## config.mk

```make
export PLATFORM = sky130hd
export DESIGN_NAME = dramc_top
export DESIGN_NICKNAME = d
export VERILOG_FILES = /design/src/rtl/dramc_pkg.sv /design/src/rtl/dramc_array.sv /design/src/rtl/dramc_refresh_timer.sv /design/src/rtl/dramc_ctrl.sv /design/src/rtl/dramc_top.sv
export SDC_FILE = /design/constraint.sdc
export NUM_CORES = 1
export LEC_CHECK = 0
export BUFFER_PORTS_ARGS = -buffer_cell sky130_fd_sc_hd__buf_2
export CAP_MARGIN = 20
export CORE_ASPECT_RATIO = 0.8
export CORE_MARGIN = 2
export CORE_UTILIZATION = 65
export CTS_BUF_LIST = sky130_fd_sc_hd__clkbuf_4 sky130_fd_sc_hd__clkbuf_8 sky130_fd_sc_hd__clkbuf_16
export DETAILED_ROUTE_END_ITERATION = 8
export PLACE_DENSITY = 0.83
export SKIP_CTS_REPAIR_TIMING = 1
export SLEW_MARGIN = 30
export SYNTH_ARGS = -nofsm -noshare
export SYNTH_HDL_FRONTEND = slang
export SYNTH_SLANG_ARGS = --single-unit
```

## constraint.sdc

```tcl
create_clock -name clk -period 8.5 [get_ports clk]
set_input_delay 2.125 -clock clk [delete_from_list [all_inputs] [get_ports clk]]
set_output_delay 2.125 -clock clk [all_outputs]
set_load 0.01 [all_outputs]
```

## src/rtl/dramc_pkg.sv

```systemverilog
package dramc_pkg;
  typedef enum logic [2:0] {
    ST_IDLE,
    ST_PRE,
    ST_ACT,
    ST_COL,
    ST_RCLOSE,
    ST_RACT,
    ST_RPRE
  } dramc_state_e;
endpackage

```

## src/rtl/dramc_array.sv

```systemverilog
module dramc_array #(
  parameter int ROWS = 4,
  parameter int COLS = 4,
  parameter int W    = 8,
  parameter int AW   = 2
) (
  input  logic          clk,
  input  logic          rst_n,
  input  logic          act,
  input  logic          pre,
  input  logic          col,
  input  logic          we,
  input  logic [AW-1:0] addr,
  input  logic [W-1:0]  wdata,
  output logic [W-1:0]  rdata
);
  localparam int RB = $clog2(ROWS);
  localparam int CB = $clog2(COLS);

  logic [W-1:0]  cells [ROWS][COLS];
  logic [W-1:0]  rbuf  [COLS];
  logic [RB-1:0] buf_row;

  always_ff @(posedge clk) begin
    if (!rst_n) begin
      buf_row <= '0;
      for (int r = 0; r < ROWS; r++)
        for (int c = 0; c < COLS; c++) cells[r][c] <= '0;
      for (int c = 0; c < COLS; c++) rbuf[c] <= '0;
    end else begin
      if (act) begin
        buf_row <= addr[RB-1:0];
        for (int c = 0; c < COLS; c++) rbuf[c] <= cells[addr[RB-1:0]][c];
      end
      if (pre)
        for (int c = 0; c < COLS; c++) cells[buf_row][c] <= rbuf[c];
      if (col && we) rbuf[addr[CB-1:0]] <= wdata;
    end
  end

  assign rdata = rbuf[addr[CB-1:0]];
endmodule

```

## src/rtl/dramc_refresh_timer.sv

```systemverilog
module dramc_refresh_timer #(
  parameter int ROWS         = 4,
  parameter int REF_INTERVAL = 1000
) (
  input  logic                    clk,
  input  logic                    rst_n,
  input  logic                    ref_done,
  output logic                    ref_pend,
  output logic [$clog2(ROWS)-1:0] ref_row
);
  localparam int CW = (REF_INTERVAL > 1) ? $clog2(REF_INTERVAL) : 1;
  localparam logic [CW-1:0] LAST = CW'(REF_INTERVAL - 1);

  logic [CW-1:0] cnt;
  logic          tick;

  assign tick = (cnt == LAST);

  always_ff @(posedge clk) begin
    if (!rst_n) begin
      cnt      <= '0;
      ref_pend <= 1'b0;
      ref_row  <= '0;
    end else begin
      cnt <= tick ? '0 : cnt + 1'b1;
      if (tick)          ref_pend <= 1'b1;
      else if (ref_done) ref_pend <= 1'b0;
      if (ref_done) ref_row <= ref_row + 1'b1;
    end
  end
endmodule

```

## src/rtl/dramc_ctrl.sv

```systemverilog
module dramc_ctrl
  import dramc_pkg::*;
#(
  parameter int ROWS = 4,
  parameter int COLS = 4,
  parameter int DW   = 8,
  parameter int AW   = 2
) (
  input  logic                    clk,
  input  logic                    rst_n,
  input  logic                    req_valid,
  output logic                    req_ready,
  input  logic                    req_write,
  input  logic [$clog2(ROWS)+$clog2(COLS)-1:0] req_addr,
  input  logic [DW-1:0]           req_wdata,
  output logic                    rd_valid,
  output logic [DW-1:0]           rd_data,
  input  logic                    ref_pend,
  input  logic [$clog2(ROWS)-1:0] ref_row,
  output logic                    ref_done,
  output logic                    mem_act,
  output logic                    mem_pre,
  output logic                    mem_col,
  output logic                    mem_we,
  output logic                    mem_refresh,
  output logic [AW-1:0]           mem_addr,
  output logic [DW-1:0]           mem_wdata,
  input  logic [DW-1:0]           mem_rdata
);
  localparam int RB     = $clog2(ROWS);
  localparam int CB     = $clog2(COLS);
  localparam int ADDR_W = RB + CB;

  function automatic logic [RB-1:0] row_of(input logic [ADDR_W-1:0] a);
    return a[ADDR_W-1:CB];
  endfunction

  function automatic logic [CB-1:0] col_of(input logic [ADDR_W-1:0] a);
    return a[CB-1:0];
  endfunction

  dramc_state_e  state;
  logic          row_open;
  logic [RB-1:0] open_row;
  logic [RB-1:0] lat_row;
  logic [CB-1:0] lat_col;
  logic          lat_we;
  logic [DW-1:0] lat_wdata;
  logic          accept;
  logic          row_hit;

  assign req_ready = (state == ST_IDLE) && !ref_pend;
  assign accept    = req_valid && req_ready;
  assign row_hit   = row_open && (open_row == row_of(req_addr));

  always_ff @(posedge clk) begin
    if (!rst_n) begin
      state     <= ST_IDLE;
      row_open  <= 1'b0;
      open_row  <= '0;
      lat_row   <= '0;
      lat_col   <= '0;
      lat_we    <= 1'b0;
      lat_wdata <= '0;
      rd_valid  <= 1'b0;
      rd_data   <= '0;
    end else begin
      rd_valid <= 1'b0;
      unique case (state)
        ST_IDLE: begin
          if (ref_pend) begin
            state <= row_open ? ST_RCLOSE : ST_RACT;
          end else if (accept) begin
            lat_row   <= row_of(req_addr);
            lat_col   <= col_of(req_addr);
            lat_we    <= req_write;
            lat_wdata <= req_wdata;
            if (row_hit)       state <= ST_COL;
            else if (row_open) state <= ST_PRE;
            else               state <= ST_ACT;
          end
        end
        ST_PRE: begin
          row_open <= 1'b0;
          state    <= ST_ACT;
        end
        ST_ACT: begin
          row_open <= 1'b1;
          open_row <= lat_row;
          state    <= ST_COL;
        end
        ST_COL: begin
          rd_valid <= !lat_we;
          if (!lat_we) rd_data <= mem_rdata;
          state <= ST_IDLE;
        end
        ST_RCLOSE: begin
          row_open <= 1'b0;
          state    <= ST_RACT;
        end
        ST_RACT: state <= ST_RPRE;
        ST_RPRE: state <= ST_IDLE;
        default: state <= ST_IDLE;
      endcase
    end
  end

  assign mem_act     = (state == ST_ACT) || (state == ST_RACT);
  assign mem_pre     = (state == ST_PRE) || (state == ST_RCLOSE) || (state == ST_RPRE);
  assign mem_col     = (state == ST_COL);
  assign mem_we      = mem_col && lat_we;
  assign mem_refresh = (state == ST_RCLOSE) || (state == ST_RACT) || (state == ST_RPRE);
  assign ref_done    = (state == ST_RPRE);
  assign mem_wdata   = lat_wdata;

  always_comb begin
    mem_addr = '0;
    if (state == ST_ACT)       mem_addr = AW'(lat_row);
    else if (state == ST_RACT) mem_addr = AW'(ref_row);
    else if (state == ST_COL)  mem_addr = AW'(lat_col);
  end
endmodule

```

## src/rtl/dramc_top.sv

```systemverilog
module dramc_top #(
  parameter int ROWS         = 4,
  parameter int COLS         = 4,
  parameter int W            = 8,
  parameter int CHIPS        = 1,
  parameter int REF_INTERVAL = 1000,
  localparam int RB          = $clog2(ROWS),
  localparam int CB          = $clog2(COLS),
  localparam int ADDR_W      = RB + CB,
  localparam int AW          = (RB > CB) ? RB : CB,
  localparam int DW          = W * CHIPS
) (
  input  logic              clk,
  input  logic              rst_n,
  input  logic              req_valid,
  output logic              req_ready,
  input  logic              req_write,
  input  logic [ADDR_W-1:0] req_addr,
  input  logic [DW-1:0]     req_wdata,
  output logic              rd_valid,
  output logic [DW-1:0]     rd_data,
  output logic              mem_act,
  output logic              mem_pre,
  output logic              mem_col,
  output logic              mem_we,
  output logic              mem_refresh,
  output logic [AW-1:0]     mem_addr
);
  logic          ref_pend;
  logic          ref_done;
  logic [RB-1:0] ref_row;
  logic [DW-1:0] mem_wdata;
  logic [DW-1:0] mem_rdata;

  dramc_refresh_timer #(.ROWS(ROWS), .REF_INTERVAL(REF_INTERVAL)) u_timer (
    .clk(clk), .rst_n(rst_n), .ref_done(ref_done),
    .ref_pend(ref_pend), .ref_row(ref_row)
  );

  dramc_ctrl #(.ROWS(ROWS), .COLS(COLS), .DW(DW), .AW(AW)) u_ctrl (
    .clk(clk), .rst_n(rst_n),
    .req_valid(req_valid), .req_ready(req_ready), .req_write(req_write),
    .req_addr(req_addr), .req_wdata(req_wdata),
    .rd_valid(rd_valid), .rd_data(rd_data),
    .ref_pend(ref_pend), .ref_row(ref_row), .ref_done(ref_done),
    .mem_act(mem_act), .mem_pre(mem_pre), .mem_col(mem_col), .mem_we(mem_we),
    .mem_refresh(mem_refresh), .mem_addr(mem_addr),
    .mem_wdata(mem_wdata), .mem_rdata(mem_rdata)
  );

  for (genvar k = 0; k < CHIPS; k++) begin : g_lane
    dramc_array #(.ROWS(ROWS), .COLS(COLS), .W(W), .AW(AW)) u_array (
      .clk(clk), .rst_n(rst_n),
      .act(mem_act), .pre(mem_pre), .col(mem_col), .we(mem_we),
      .addr(mem_addr),
      .wdata(mem_wdata[W*k +: W]),
      .rdata(mem_rdata[W*k +: W])
    );
  end
endmodule

```

[Word-level counts from Yosys, hierarchy flattened]
Memory sizes are Yosys's and may differ from the RTL's. A register that Yosys moved wholly into a read port is not among the register bits.
Cells that the tools add are included.
Storage, ports and cells
  input port bits: 16
  output and inout port bits: 17
  bits in registers: 35
  memory bits (writable): 160
  memories kept: 2
Operators by class
  add/subtract/negate cells: 2
  eq/ne operators: 9
  bitwise operators: 7
  mux-type cells: 32
  reductions and logical operators: 23
Memory list
  g_lane[0].u_array.cells: words 4, bits a word 32, read ports 1, clocked after Yosys merged registers in 0, write ports 4, line dramc_array.sv:20  | logic [W-1:0] cells [ROWS][COLS];
  g_lane[0].u_array.rbuf: words 4, bits a word 8, read ports 5, clocked after Yosys merged registers in 1, write ports 4, line dramc_array.sv:21  | logic [W-1:0] rbuf [COLS];
Operators with widths (count)
  8-bit 2-to-1 mux: 5
  32-bit 2-to-1 mux: 1
  32-bit OR reduction: 1
  1-bit 2-to-1 mux: 15
  3-bit one-hot mux with 5 select lines: 1
  2-bit 2-to-1 mux: 6
  10-bit by 1-bit adder with 10-bit output (second input constant): 1
  10-bit == test (second input constant): 1
  3-bit == test (second input constant): 3
  3-bit 2-to-1 mux: 3
  8-bit OR reduction: 1
  3-bit by 2-bit == test with 1-bit output (second input constant): 2
  1-bit logical AND: 5
  1-bit logical OR: 5
  1-bit OR: 4
  2-bit AND reduction: 2
  2-bit nonzero test: 2
  2-bit OR reduction: 2
  3-bit by 1-bit == test with 1-bit output (second input constant): 1
  1-bit zero test: 3
  3-bit zero test: 1
  3-bit by 2-bit inequality test with 1-bit output (second input constant): 1
  1-bit inverter: 3
  3-bit AND reduction: 1
  other kinds (3): 3

[Longest topological paths before layout]
Gate-level depths: netlist of the first run.
  depth after elaboration: 8
  gate-level depth with buffers: 9

[Modules after synthesis]
Synthesis of the first run repeated with hierarchy kept, for this count alone.
Unflattened totals
  cells, all modules: 620
  area, all modules: 9062.4 µm²
By module, submodules not included
  dramc_array: area an instance 7199.4 µm², cells an instance 418, instances 1
  dramc_ctrl: area an instance 1261.2 µm², cells an instance 136, instances 1
  dramc_refresh_timer: area an instance 601.8 µm², cells an instance 66, instances 1

[Worst setup path after synthesis of the first run]
OpenSTA, ideal clock, no wires.
  kind: input to register
  start point: input port rst_n
  end point: memory g_lane[0].u_array.cells[1][0] in the netlist's numbering (enable)
  arrival time: 4833 ps
  path buffers: 1
  path slack: 3201 ps
  cell stages on the path: 3
  cells stage by stage: buf_2 -> o211ai_1 -> o21ai_0
RTL lines
  start: declaration: line dramc_top.sv:14  | input logic rst_n,
  end: declaration: line dramc_array.sv:20

[Final worst setup path of the first run]
  start point: register u_ctrl.state[0]
  end point: output port mem_addr[0]
On the way
  longest elaborated chain between the ends: 4
  elaborated cells between the ends (all ways): 6
  those cells by class: 3 x eq/ne; 3 x mux
Ends and longest elaborated chain
  start: declaration: line dramc_ctrl.sv:42  | dramc_state_e state;
  start signal: assignment: line dramc_ctrl.sv:72  | state <= row_open ? ST_RCLOSE : ST_RACT;
  3-bit by 2-bit == test with 1-bit output: line dramc_ctrl.sv:120  | else if (state == ST_COL) mem_addr = AW'(lat_col);
  2-bit 2-to-1 mux: line dramc_ctrl.sv:120
  2-bit 2-to-1 mux: line dramc_ctrl.sv:119  | else if (state == ST_RACT) mem_addr = AW'(ref_row);
  2-bit 2-to-1 mux (*): line dramc_ctrl.sv:118  | if (state == ST_ACT) mem_addr = AW'(lat_row);
  end: declaration: line dramc_top.sv:27  | output logic [AW-1:0] mem_addr
Every way passes the cells marked *; elsewhere a longest branch is shown, timed or not.

==> PnR_summary.wiki, run 1 <==
{| class="wikitable"
! Metric !! Value
|-
| # rows || 39
|-
| Layout area overhead || 10.5%
|-
| Total vias in the final route || 6537
|-
| All-Layer GR Usage || 0.307
|-
| PortBufs || 32
|-
| Final standard cell area without fillers || 10300 um2
|-
| CP arrival || 3.05 ns
|-
| DRC marker count from the first detailed-route iteration || 964
|-
| Data required time at the worst endpoint || 6.38 ns
|-
| Number of failing setup endpoints in the final timing report || 0
|-
| Worst-case vdd ir drop || 0.166 mV
|-
| Post-synthesis average cell area || about 12 um2
|-
| Clock group share of total power || 0.407
|-
| Net Sw Power || ~0.61 mW
|-
| Drt first pass iters || 5
|-
| Power density relative to cell area || 234 nW/um2
|-
| Die outline width || 138 um
|-
| Per-cell routed wire length || 23.8 um
|-
| Net Sw Frac || 0.254
|-
| Fillers || approximately 900
|-
| Die H || 111 um
|-
| HPWL after detailed placement || 14500 um
|-
| Pint || 1.80 mW
|-
| Result of the run || complete, no violations
|-
| Startpoint Class || register
|-
| Fraction of final layout cells with drive strength greater than 1 || 0.163
|-
| Total die area || 15300 um2
|-
| Residual DRC || 0
|-
| Worst setup EP type || output port
|-
| Cell chosen for the clock root || clkbuf_16
|-
| Maxcap violations || 0
|-
| Insertion delay to the later sink of the worst-skew pair || 0.51 ns
|-
| Layout net count || slightly below 800
|-
| DP Worst Slack || about 3.6 ns
|-
| Sequential element share of the synthesized area || 0.607
|-
| Proportion of power drawn by flip-flops and latches || 0.498
|-
| Leading register cell type out of synthesis || edfxtp_1
|-
| Number of top-level pins || 33
|-
| Wirelength, routed || 22900 um
|-
| Count of unique library cells instantiated by Yosys || between 50 and 60
|-
| Crit path time final || 5.17 ns
|-
| Clock Path Buffers || 3
|-
| CTS sink cnt || 203
|-
| Netlist Area Pre-Place || 9340 um2
|-
| Final weighted congestion of routability-driven global placement || 0.910
|-
| Worst clock skew || 0.00836 ns
|-
| Slew @ Worst Pin || 1.01 ns
|-
| Clock-pin slew on the worst setup and hold paths || 0.06 ns
|-
| Remaining antenna violation count || 0
|-
| Share of power burned in combinational logic || 0.096
|-
| Syn_nets || 769
|-
| Total negative setup slack || 0 ns
|-
| Total clock buffers created by CTS || 21
|-
| Async SR Flop Fraction || 0
|-
| Final setup slack of the worst path || 3.33 ns
|-
| Number of synthesized flops with an enable pin || 160
|-
| Highest net fanout along the worst path || 27
|-
| Final core occ || 0.729
|-
| Pin count of the biggest net entering global routing || 61
|-
| Vias per inst || 6.80
|-
| Wire length of the first global-routing pass || 35400 um
|-
| Post-Synthesis Cells || 752
|-
| Worst Setup Path Type || register to output port
|-
| Initial antenna violation count || 0
|-
| Slew HR || 0.330
|-
| Maximum clock frequency || 193 MHz
|-
| Standby leakage power || between 4 and 5 nW
|-
| Total of warnings raised by yosys || 0
|-
| Area post-placement || around 9600 um2
|-
| RSZ-0062 raised after global routing || false
|-
| CTS tree || done
|-
| Remaining global-route overflow || 0
|-
| Register bit total from synthesis || 203
|-
| CTS H-tree depth || 1
|-
| Via count of the first global-routing pass || 6306
|-
| Tcrit/Tclk final || 0.609
|-
| Slew Viols, Final || 0
|-
| Area of the core || 14200 um2
|-
| Type of the worst min-delay path || register to register
|-
| Number of hold violations in the final report || 0
|-
| Number of antenna repair diodes || 0
|-
| Overall power consumption || 2.41 mW
|-
| Initial core utilization || 0.660
|}
## final cells by class
class	count	area, um2	share of cell area
clock buffers	29	611	0.0592
multi-input cells	469	3340	0.324
well taps	184	230	0.0223
flip-flops and latches	203	5670	0.549
clock inverters	9	126	0.0123
repair buffers	43	246	0.0239
inverters	25	93.8	0.00910
## layout by cell type (no fill, tap or decap), types with 3 or more instances in the layout
master / count
o21ai_0: 12
o211ai_1: 10
o221ai_2: 26
o32ai_1: 8
nand3_1: 20
nand2_1: 73
inv_1: 22
dfxtp_1: 43
o221ai_1: 6
buf_4: 10
clkinv_2: 4
mux2i_1: 73
xor2_1: 9
clkbuf_8: 4
nor3_1: 36
nor4_1: 33
clkbuf_4: 4
xnor2_1: 4
bufinv_16: 3
nor3b_1: 3
and3_1: 3
nor2b_1: 3
nor2_1: 15
a211oi_1: 11
and2_1: 66
buf_2: 32
nand2b_1: 4
edfxtp_1: 160
clkbuf_16: 21
nand3b_1: 3
a21oi_1: 20
## worst max-delay path: stages (launching register included)
cell and delay, ns:
dfxtp_1 0.95, mux2_2 0.52, a21oi_4 0.60, inv_2 0.26, buf_2 0.21
## state kept, by name, indices dropped and copies added, names as in the netlist, 3 cells and up
name / flops
u_ctrl.rd_data: 8
g_lane.u_array.cells: 128
u_ctrl.state: 3
u_timer.cnt: 10
u_ctrl.mem_wdata: 8
g_lane.u_array.rbuf: 32
## worst paths after layout
kind,start,to,slack [ns],cells after the start
max,u_ctrl.state[0]$_SDFFE_PN0P_,mem_addr[0],3.33,4
min,u_timer.cnt[0]$_SDFF_PP0_,u_timer.cnt[0]$_SDFF_PP0_,0.44,1
max reg2reg,u_ctrl.state[0]$_SDFFE_PN0P_,g_lane[0].u_array.cells[0][12]$_SDFFCE_PN0P_,4.61,6
min reg2reg,u_timer.cnt[0]$_SDFF_PP0_,u_timer.cnt[0]$_SDFF_PP0_,0.44,1
## power by group through the flow
| stage | clock network (mW) | logic (mW) | registers [mW] |
|---|---|---|---|
| finish | 0.982 | 0.230 | 1.20 |
| global route | 1.02 | 0.247 | 1.20 |
| CTS | 0.981 | 0.226 | 1.20 |
| detailed placement | 0 | 0.224 | 1.21 |
| global placement | 0 | 0.214 | 1.21 |
| floorplan | 0 | 0.177 | 1.18 |
## per-stage QoR
stage / instances / hold slack, ns
floorplan: 752 / 0.418
global placement: 924 / 0.426
detailed placement: 924 / 0.436
CTS: 962 / 0.450
global route: 962 / 0.461
finish: 962 / 0.444
## logic make-up after synthesis
| family | after synthesis | synth area share |
|---|---|---|
| AO/OA/AOI/OAI | 103 | 0.0985 |
| XOR/XNOR | 13 | 0.0122 |
| adder cells (fa/ha/maj) | 1 | 0.00134 |
| buffers and inverters | 80 | 0.0411 |
| flip-flops | 203 | 0.607 |
| multiplexers | 75 | 0.0811 |
| AND/OR/NAND/NOR | 277 | 0.159 |
## per-layer routing
| metal | track usage | routed length (um) | vias to the layer above |
|---|---|---|---|
| li1 | - | - | 2851 |
| met1 | 0.471 | 9390 | 3206 |
| met2 | 0.454 | 10100 | 422 |
| met3 | 0.0608 | 2820 | 58 |
| met4 | 0.0762 | 581 | 0 |
| met5 | 0 | 0 | - |
## Yosys cell counts, types with 2 or more instances
master,number,area [um2]
buf_4,4,30.0
xnor2_1,4,35.0
and2_1,66,413
o221ai_2,26,390
a211oi_1,11,82.6
nand3_1,21,105
o211ai_1,10,75.1
o32ai_1,8,70.1
buf_6,4,45.0
buf_8,2,30.0
nand4_1,2,12.5
dfxtp_1,43,861
a2111oi_2,2,30.0
nor4_1,33,206
clkinv_1,2,7.51
buf_2,12,60.1
nor2b_1,3,18.8
inv_1,22,82.6
or3_1,3,18.8
clkbuf_1,32,120
nor3b_1,3,22.5
nor2_1,17,63.8
nand2b_1,4,25.0
nand2_1,73,274
edfxtp_1,160,4800
nor3_1,36,180
mux2i_1,73,731
and3_1,3,18.8
a21oi_1,20,100
xor2_1,9,78.8
o21ai_0,14,70.1
a2111oi_0,2,17.5
nor3_2,2,20.0
o221ai_1,6,52.6
nand3b_1,3,22.5
No activity file was read; power rests on OpenSTA's default activity.
==> run 2: changes to the inputs <==
--- a/config.mk
+++ b/config.mk
@@ -5,14 +5,15 @@
 export SDC_FILE = /design/constraint.sdc
 export NUM_CORES = 1
 export LEC_CHECK = 0
+export ABC_AREA = 1
 export BUFFER_PORTS_ARGS = -buffer_cell sky130_fd_sc_hd__buf_2
 export CAP_MARGIN = 20
 export CORE_ASPECT_RATIO = 0.8
 export CORE_MARGIN = 2
-export CORE_UTILIZATION = 65
+export CORE_UTILIZATION = 62
 export CTS_BUF_LIST = sky130_fd_sc_hd__clkbuf_4 sky130_fd_sc_hd__clkbuf_8 sky130_fd_sc_hd__clkbuf_16
 export DETAILED_ROUTE_END_ITERATION = 8
-export PLACE_DENSITY = 0.83
+export PLACE_DENSITY = 0.8
 export SKIP_CTS_REPAIR_TIMING = 1
 export SLEW_MARGIN = 30
 export SYNTH_ARGS = -nofsm -noshare
==> constraint.sdc (replaced) <==
create_clock -name clk -period 5.1 [get_ports clk]
set_input_delay 1.275 -clock clk [delete_from_list [all_inputs] [get_ports clk]]
set_output_delay 1.275 -clock clk [all_outputs]
set_load 0.01 [all_outputs]
==> run 2 against run 1 <==
  * Sequential share of layout area grew 2.2 points
  * Routed wire length shrank 5.2%
  * Die area grew 1.8%
  * Combinational power grew 110%
  * Power grew 60%
  * Global-route usage shrank 2.5 points
  * Non-clock buffer count grew 1
  * Clock skew grew 0.0096 ns
  * Highest routed layer unchanged
==> PnR_summary.wiki, run 2 <==
{| class="wikitable"
! Metric !! Value
|-
| Share of power burned in combinational logic || 0.125
|-
| Remaining antenna violation count || 0
|-
| Library cell occupying the most area in the post-synthesis netlist || edfxtp_1
|-
| Total of warnings raised by yosys || 0
|-
| Net Sw Power || between 1 and 1.5 mW
|-
| Pint || approximately 2.8 mW
|-
| Per-cell routed wire length || 18.5 um
|-
| Dominant cells by area after synthesis || edfxtp_1 53%, nand2_1 10%, dfxtp_1 9.5%
|-
| RSZ-0062 raised after global routing || false
|-
| Number of failing setup endpoints in the final timing report || 0
|-
| Reg with most FFs || g_lane.u_array.cells
|-
| Type of the worst min-delay path || register to register
|-
| Worst-path cell with the longest stage delay || dfxtp_1
|-
| Initial antenna violation count || 0
|-
| Count of unique library cells instantiated by Yosys || 33
|-
| Slew HR || 0.436
|-
| Path depth of the worst reg2reg path || 5
|-
| Post-synthesis average cell area || approximately 9.4 um2
|-
| Post-Synthesis Cells || 962
|-
| Tcrit/Tclk final || 0.711
|-
| Area of the multi-input gates || between 2000 and 3000 um2
|-
| Reg area || ~5700 um2
|-
| Total vias in the final route || around 7000
|-
| Most frequent standard cell in the layout excluding fill and tap cells || nand2_1
|-
| Cell chosen for the clock root || clkbuf_16
|-
| Startpoint Class || register
|-
| Maxcap violations || 0
|-
| Area post-placement || a little over 9000 um2
|-
| Vias per inst || 5.99
|-
| Number of synthesized flops with an enable pin || 160
|-
| Initial core utilization || 0.635
|-
| Worst Setup Path Type || register to output port
|-
| Worst stage delay on the critical path || around 0.56 ns
|-
| Largest delay contributor family on the critical path || simple AND/OR/NAND/NOR gates
|-
| Number of top-level pins || 33
|-
| CP arrival || 2.35 ns
|-
| Clock Path Buffers || 3
|-
| Power density relative to cell area || 389 nW/um2
|-
| DP Worst Slack || 1.73 ns
|-
| Via count of the first global-routing pass || 6586
|-
| Worst clock skew || 0.0179 ns
|-
| All-Layer GR Usage || 0.283
|-
| Layout area overhead || 9.20%
|-
| Overall power consumption || 3.85 mW
|-
| Slew @ Worst Pin || about 0.84 ns
|-
| Hold Path Stages || 1
|-
| Wirelength, routed || roughly 22000 um
|-
| Total negative setup slack || 0 ns
|-
| Leading register cell type out of synthesis || edfxtp_1
|-
| Highest net fanout along the worst path || 29
|-
| Register bit total from synthesis || between 200 and 250
|-
| Max reg flops || 128
|-
| CTS tree || done
|-
| Final weighted congestion of routability-driven global placement || 0.902
|-
| Cell chain of the critical path || nand4_2 -> nand3_4 -> buf_2
|-
| Net Sw Frac || 0.262
|-
| HPWL after detailed placement || around 14000 um
|-
| Residual DRC || 0
|-
| Result of the run || complete, no violations
|-
| Insertion delay to the later sink of the worst-skew pair || 0.50 ns
|-
| Fraction of final layout cells with drive strength greater than 1 || 0.102
|-
| Clock-pin slew on the worst setup and hold paths || ~0.06 ns
|-
| Top post-synthesis cells by count || 253 x nand2_1, 160 x edfxtp_1, 156 x nor2_1, 135 x nand3_1, 57 x inv_1
|-
| Netlist Area Pre-Place || 9070 um2
|-
| Remaining global-route overflow || 0
|-
| Crit path time final || 3.62 ns
|-
| Standby leakage power || ~4.1 nW
|-
| PortBufs || 32
|-
| Leading cell type by number of instances after synthesis || nand2_1
|-
| Most used cells in the layout excluding fill and tap cells || 253 x nand2_1, 160 x edfxtp_1, 156 x nor2_1, 135 x nand3_1, 57 x inv_1
|-
| Area of the core || 14300 um2
|-
| Total clock buffers created by CTS || 20
|-
| Drt first pass iters || 5
|-
| Total die area || 15600 um2
|-
| Critical Path Stages || 3
|-
| Number of hold violations in the final report || 0
|-
| CTS sink cnt || approximately 200
|-
| Number of antenna repair diodes || 0
|-
| Final standard cell area without fillers || approximately 9900 um2
|-
| Data required time at the worst endpoint || between 3 and 4 ns
|-
| Clock group share of total power || 0.362
|-
| Registers with the highest flip-flop counts || g_lane.u_array.cells x128, g_lane.u_array.rbuf x32, u_timer.cnt x10
|-
| Pin count of the biggest net entering global routing || 46
|-
| Die H || ~110 um
|-
| CTS H-tree depth || 1
|-
| Worst-case vdd ir drop || between 0.3 and 0.4 mV
|-
| Layout net count || 994
|-
| Area fraction of the dominant cell type after synthesis || 0.529
|-
| Final setup slack of the worst path || 1.48 ns
|-
| Syn_nets || 979
|-
| Number of buffers and inverters on the critical path || 1
|-
| Wire length of the first global-routing pass || 34900 um
|-
| Maximum clock frequency || between 200 and 300 MHz
|-
| Slew Viols, Final || 0
|-
| Proportion of power drawn by flip-flops and latches || 0.513
|-
| DRC marker count from the first detailed-route iteration || around 770
|-
| Die outline width || 139 um
|-
| Sequential element share of the synthesized area || 0.624
|-
| Fillers || ~1100
|-
| Async SR Flop Fraction || 0
|-
| # rows || 39
|-
| Worst setup EP type || output port
|}
run 2: path summary, 6_finish.rpt:
path | from | end | slack [ns]
max | u_ctrl.state[0]$_SDFFE_PN0P_ | mem_addr[0] | 1.48
min | u_timer.cnt[0]$_SDFF_PP0_ | u_timer.cnt[0]$_SDFF_PP0_ | 0.47
max reg2reg | u_ctrl.state[0]$_SDFFE_PN0P_ | g_lane[0].u_array.rbuf[1][0]$_DFFE_PP_ | 1.78
min reg2reg | u_timer.cnt[0]$_SDFF_PP0_ | u_timer.cnt[0]$_SDFF_PP0_ | 0.47
run 2: power by group through the flow:
stage | Sequential [mW] | Combinational (mW) | Clock [mW]
finish | 1.97 | 0.480 | 1.40
global route | 1.98 | 0.530 | 1.47
CTS | 1.97 | 0.473 | 1.40
detailed placement | 2.01 | 0.468 | 0
global placement | 2.00 | 0.456 | 0
floorplan | 1.98 | 0.341 | 0
run 2: layout make-up:
| type | instances | area share |
|---|---|---|
| Sequential cell | 203 | 0.572 |
| Timing Repair Buffer | 44 | 0.0253 |
| Clock inverter | 6 | 0.00303 |
| Tap cell | 184 | 0.0232 |
| Multi-Input combinational cell | 643 | 0.293 |
| Clock buffer | 26 | 0.0592 |
| Inverter | 65 | 0.0249 |
run 2: cells by family after synthesis:
logic type | share of synthesized area
AOI/OAI and AO/OA | 0.0204
xor gates and xnor gates | 0.00386
DFF | 0.624
buffers and inverters | 0.0569
and+or+nand+nor | 0.293
adders and majority gates | 0.00138
run 2: stage by stage:
stage | utilization | hold slack, ns | instances
2_1_floorplan | - | 0.423 | 962
3_3_place_gp | 0.650 | 0.440 | 1139
3_5_place_dp | 0.650 | 0.452 | 1139
4_1_cts | 0.693 | 0.460 | 1171
5_1_grt | 0.693 | 0.480 | 1171
6_report | 0.693 | 0.470 | 1171
run 2: worst register-to-register path, stage by stage (launching register included):
cell	delay (ns)
dfxtp_1	0.56
nand4_2	0.54
nand3_4	0.53
inv_2	0.44
nor3_4	0.48
or2_1	0.41
run 2: layer usage:
metal	up-vias	share of wire	global-route usage
met5	-	0	0
met4	0	0.024	0.0721
met3	49	0.11	0.0584
met2	418	0.45	0.431
met1	3309	0.42	0.421
li1	3237	-	-
==> run 3: changes to the inputs <==
==> constraint.sdc (replaced) <==
create_clock -name clk -period 3.6 [get_ports clk]
set_input_delay 0.9 -clock clk [delete_from_list [all_inputs] [get_ports clk]]
set_output_delay 0.9 -clock clk [all_outputs]
set_load 0.01 [all_outputs]
==> run 3 against run 2 <==
  * Non-clock buffer count grew 9
  * First-iteration DRC count grew 39%
  * Hold slack lost 0.011 ns
  * Clock power grew 37%
  * Utilization grew 0.32 points
  * Critical path type unchanged
==> PnR_summary.wiki, run 3 (synthesized netlist as in run 2, its figures left out) <==
{| class="wikitable"
! Metric !! Value
|-
| Slew @ Worst Pin || 0.614 ns
|-
| Slew HR || 0.591
|-
| Final weighted congestion of routability-driven global placement || 0.887
|-
| Slew Viols, Final || 0
|-
| Via count of the first global-routing pass || 6619
|-
| Layout area overhead || 9.69%
|-
| Standby leakage power || 4.09 nW
|-
| Total vias in the final route || around 7100
|-
| Wire length of the first global-routing pass || 35500 um
|-
| Total negative setup slack || 0 ns
|-
| Layout net count || ~1000
|-
| Die H || around 110 um
|-
| Startpoint Class || register
|-
| Max reg flops || roughly 130
|-
| Reg area || 5670 um2
|-
| Drt first pass iters || 6
|-
| Number of top-level pins || 33
|-
| Area of the multi-input gates || 2900 um2
|-
| Worst clock skew || 0.0212 ns
|-
| Number of hold violations in the final report || 0
|-
| Initial core utilization || 0.635
|-
| Number of antenna repair diodes || 0
|-
| Worst-case vdd ir drop || 0.357 mV
|-
| CP arrival || 2.23 ns
|-
| Maximum clock frequency || 320 MHz
|-
| Tcrit/Tclk final || 0.869
|-
| Power density relative to cell area || 543 nW/um2
|-
| Worst stage delay on the critical path || around 0.54 ns
|-
| Registers with the highest flip-flop counts || g_lane.u_array.cells x128, g_lane.u_array.rbuf x32, u_timer.cnt x10
|-
| Data required time at the worst endpoint || roughly 2.7 ns
|-
| Fraction of final layout cells with drive strength greater than 1 || 0.113
|-
| Total clock buffers created by CTS || 20
|-
| Final Hold Slack || 0.459 ns
|-
| Initial antenna violation count || 0
|-
| Vias per inst || 5.96
|-
| PortBufs || 32
|-
| Number of buffers and inverters on the critical path || 2
|-
| Remaining antenna violation count || 0
|-
| Maxcap violations || 0
|-
| Pin count of the biggest net entering global routing || 47
|-
| RSZ-0062 raised after global routing || false
|-
| Area of the core || 14300 um2
|-
| CTS H-tree depth || 1
|-
| Clock-pin slew on the worst setup and hold paths || 0.06 ns
|-
| Worst setup EP type || output port
|-
| DRC marker count from the first detailed-route iteration || between 1000 and 1500
|-
| Per-cell routed wire length || 18.7 um
|-
| Remaining global-route overflow || 0
|-
| # rows || 39
|-
| Largest delay contributor family on the critical path || buffers and inverters
|-
| Insertion delay to the later sink of the worst-skew pair || 0.51 ns
|-
| Wirelength, routed || 22100 um
|-
| CTS sink cnt || about 200
|-
| Reg with most FFs || g_lane.u_array.cells
|-
| CTS tree || done
|-
| Crit path time final || 3.13 ns
|-
| All-Layer GR Usage || 0.287
|-
| Result of the run || complete, no violations
|-
| Type of the worst min-delay path || register to register
|-
| Die outline width || 139 um
|-
| Total die area || 15600 um2
|-
| Fillers || 1054
|-
| Number of failing setup endpoints in the final timing report || 0
|-
| Clock Path Buffers || 3
|-
| Overall power consumption || around 5.4 mW
|-
| Highest net fanout along the worst path || 43
|-
| Most used cells in the layout excluding fill and tap cells || 253 x nand2_1, 160 x edfxtp_1, 156 x nor2_1, 135 x nand3_1, 57 x inv_1
|-
| Cell chain of the critical path || nand3_2 -> nor2_2 -> nor2_8 -> inv_4 -> buf_2
|-
| HPWL after detailed placement || ~14000 um
|-
| Most frequent standard cell in the layout excluding fill and tap cells || nand2_1
|-
| Cell chosen for the clock root || clkbuf_16
|-
| Worst-path cell with the longest stage delay || dfxtp_1
|-
| Worst Setup Path Type || register to output port
|-
| Residual DRC || 0
|}
run 3: cell types whose count changed in the layout (fill, tap and decap cells not counted):
cell       delta
clkinv_1      +1
buf_4         +9
clkinv_8      +1
clkbuf_16     -2
clkbuf_8      -1
clkinv_2      +6
clkinv_4      -1
run 3: cell type report:
cell class              instances  area share
multi-input cells             643       0.291
flip-flops and latches        203       0.569
repair buffers                 53      0.0319
clock buffers                  23      0.0525
well taps                     184      0.0231
clock inverters                13     0.00716
inverters                      65      0.0248
run 3: metal layers:
layer  wire length [um]  track usage
met1               9360        0.439
met2               9870        0.426
met3               2420       0.0512
met4                443       0.0828
met5                  0            0
run 3: stage by stage:
step	cell area [um2]	utilization	setup slack (ns)	instances
2_1_floorplan	9070	-	1.18	962
3_3_place_gp	9360	0.655	1.02	1148
3_5_place_dp	9360	0.655	1.01	1148
4_1_cts	9950	0.696	0.472	1184
5_1_grt	9950	0.696	0.343	1184
6_report	9950	0.696	0.473	1184
run 3: worst reg2reg max path: stages (launching register included):
cell and delay (ns):
dfxtp_1 0.55, inv_2 0.12, nand4_2 0.10, buf_4 0.24
nand3_4 0.31, inv_2 0.23, buf_4 0.46, nand2_1 0.14
nand3_1 0.11, nand3_1 0.15, nand2_1 0.09
run 3: final timing paths:
check | start | to | slack (ns) | cells after the start
max reg2reg | u_ctrl.state[0]$_SDFFE_PN0P_ | g_lane[0].u_array.rbuf[1][2]$_DFFE_PP_ | 0.97 | 10
min reg2reg | u_timer.ref_row[1]$_SDFFE_PN0P_ | u_timer.ref_row[1]$_SDFFE_PN0P_ | 0.46 | 1
min | u_timer.ref_row[1]$_SDFFE_PN0P_ | u_timer.ref_row[1]$_SDFFE_PN0P_ | 0.46 | 1
max | u_ctrl.state[1]$_SDFFE_PN0P_ | mem_addr[1] | 0.47 | 5
run 3: power breakdown:
part / leakage [nW] / switching, mW / internal, mW
logic: 1.77 / 0.506 / 0.177
registers: 2.01 / 0.0867 / 2.71
clock network: 0.305 / 0.873 / 1.05
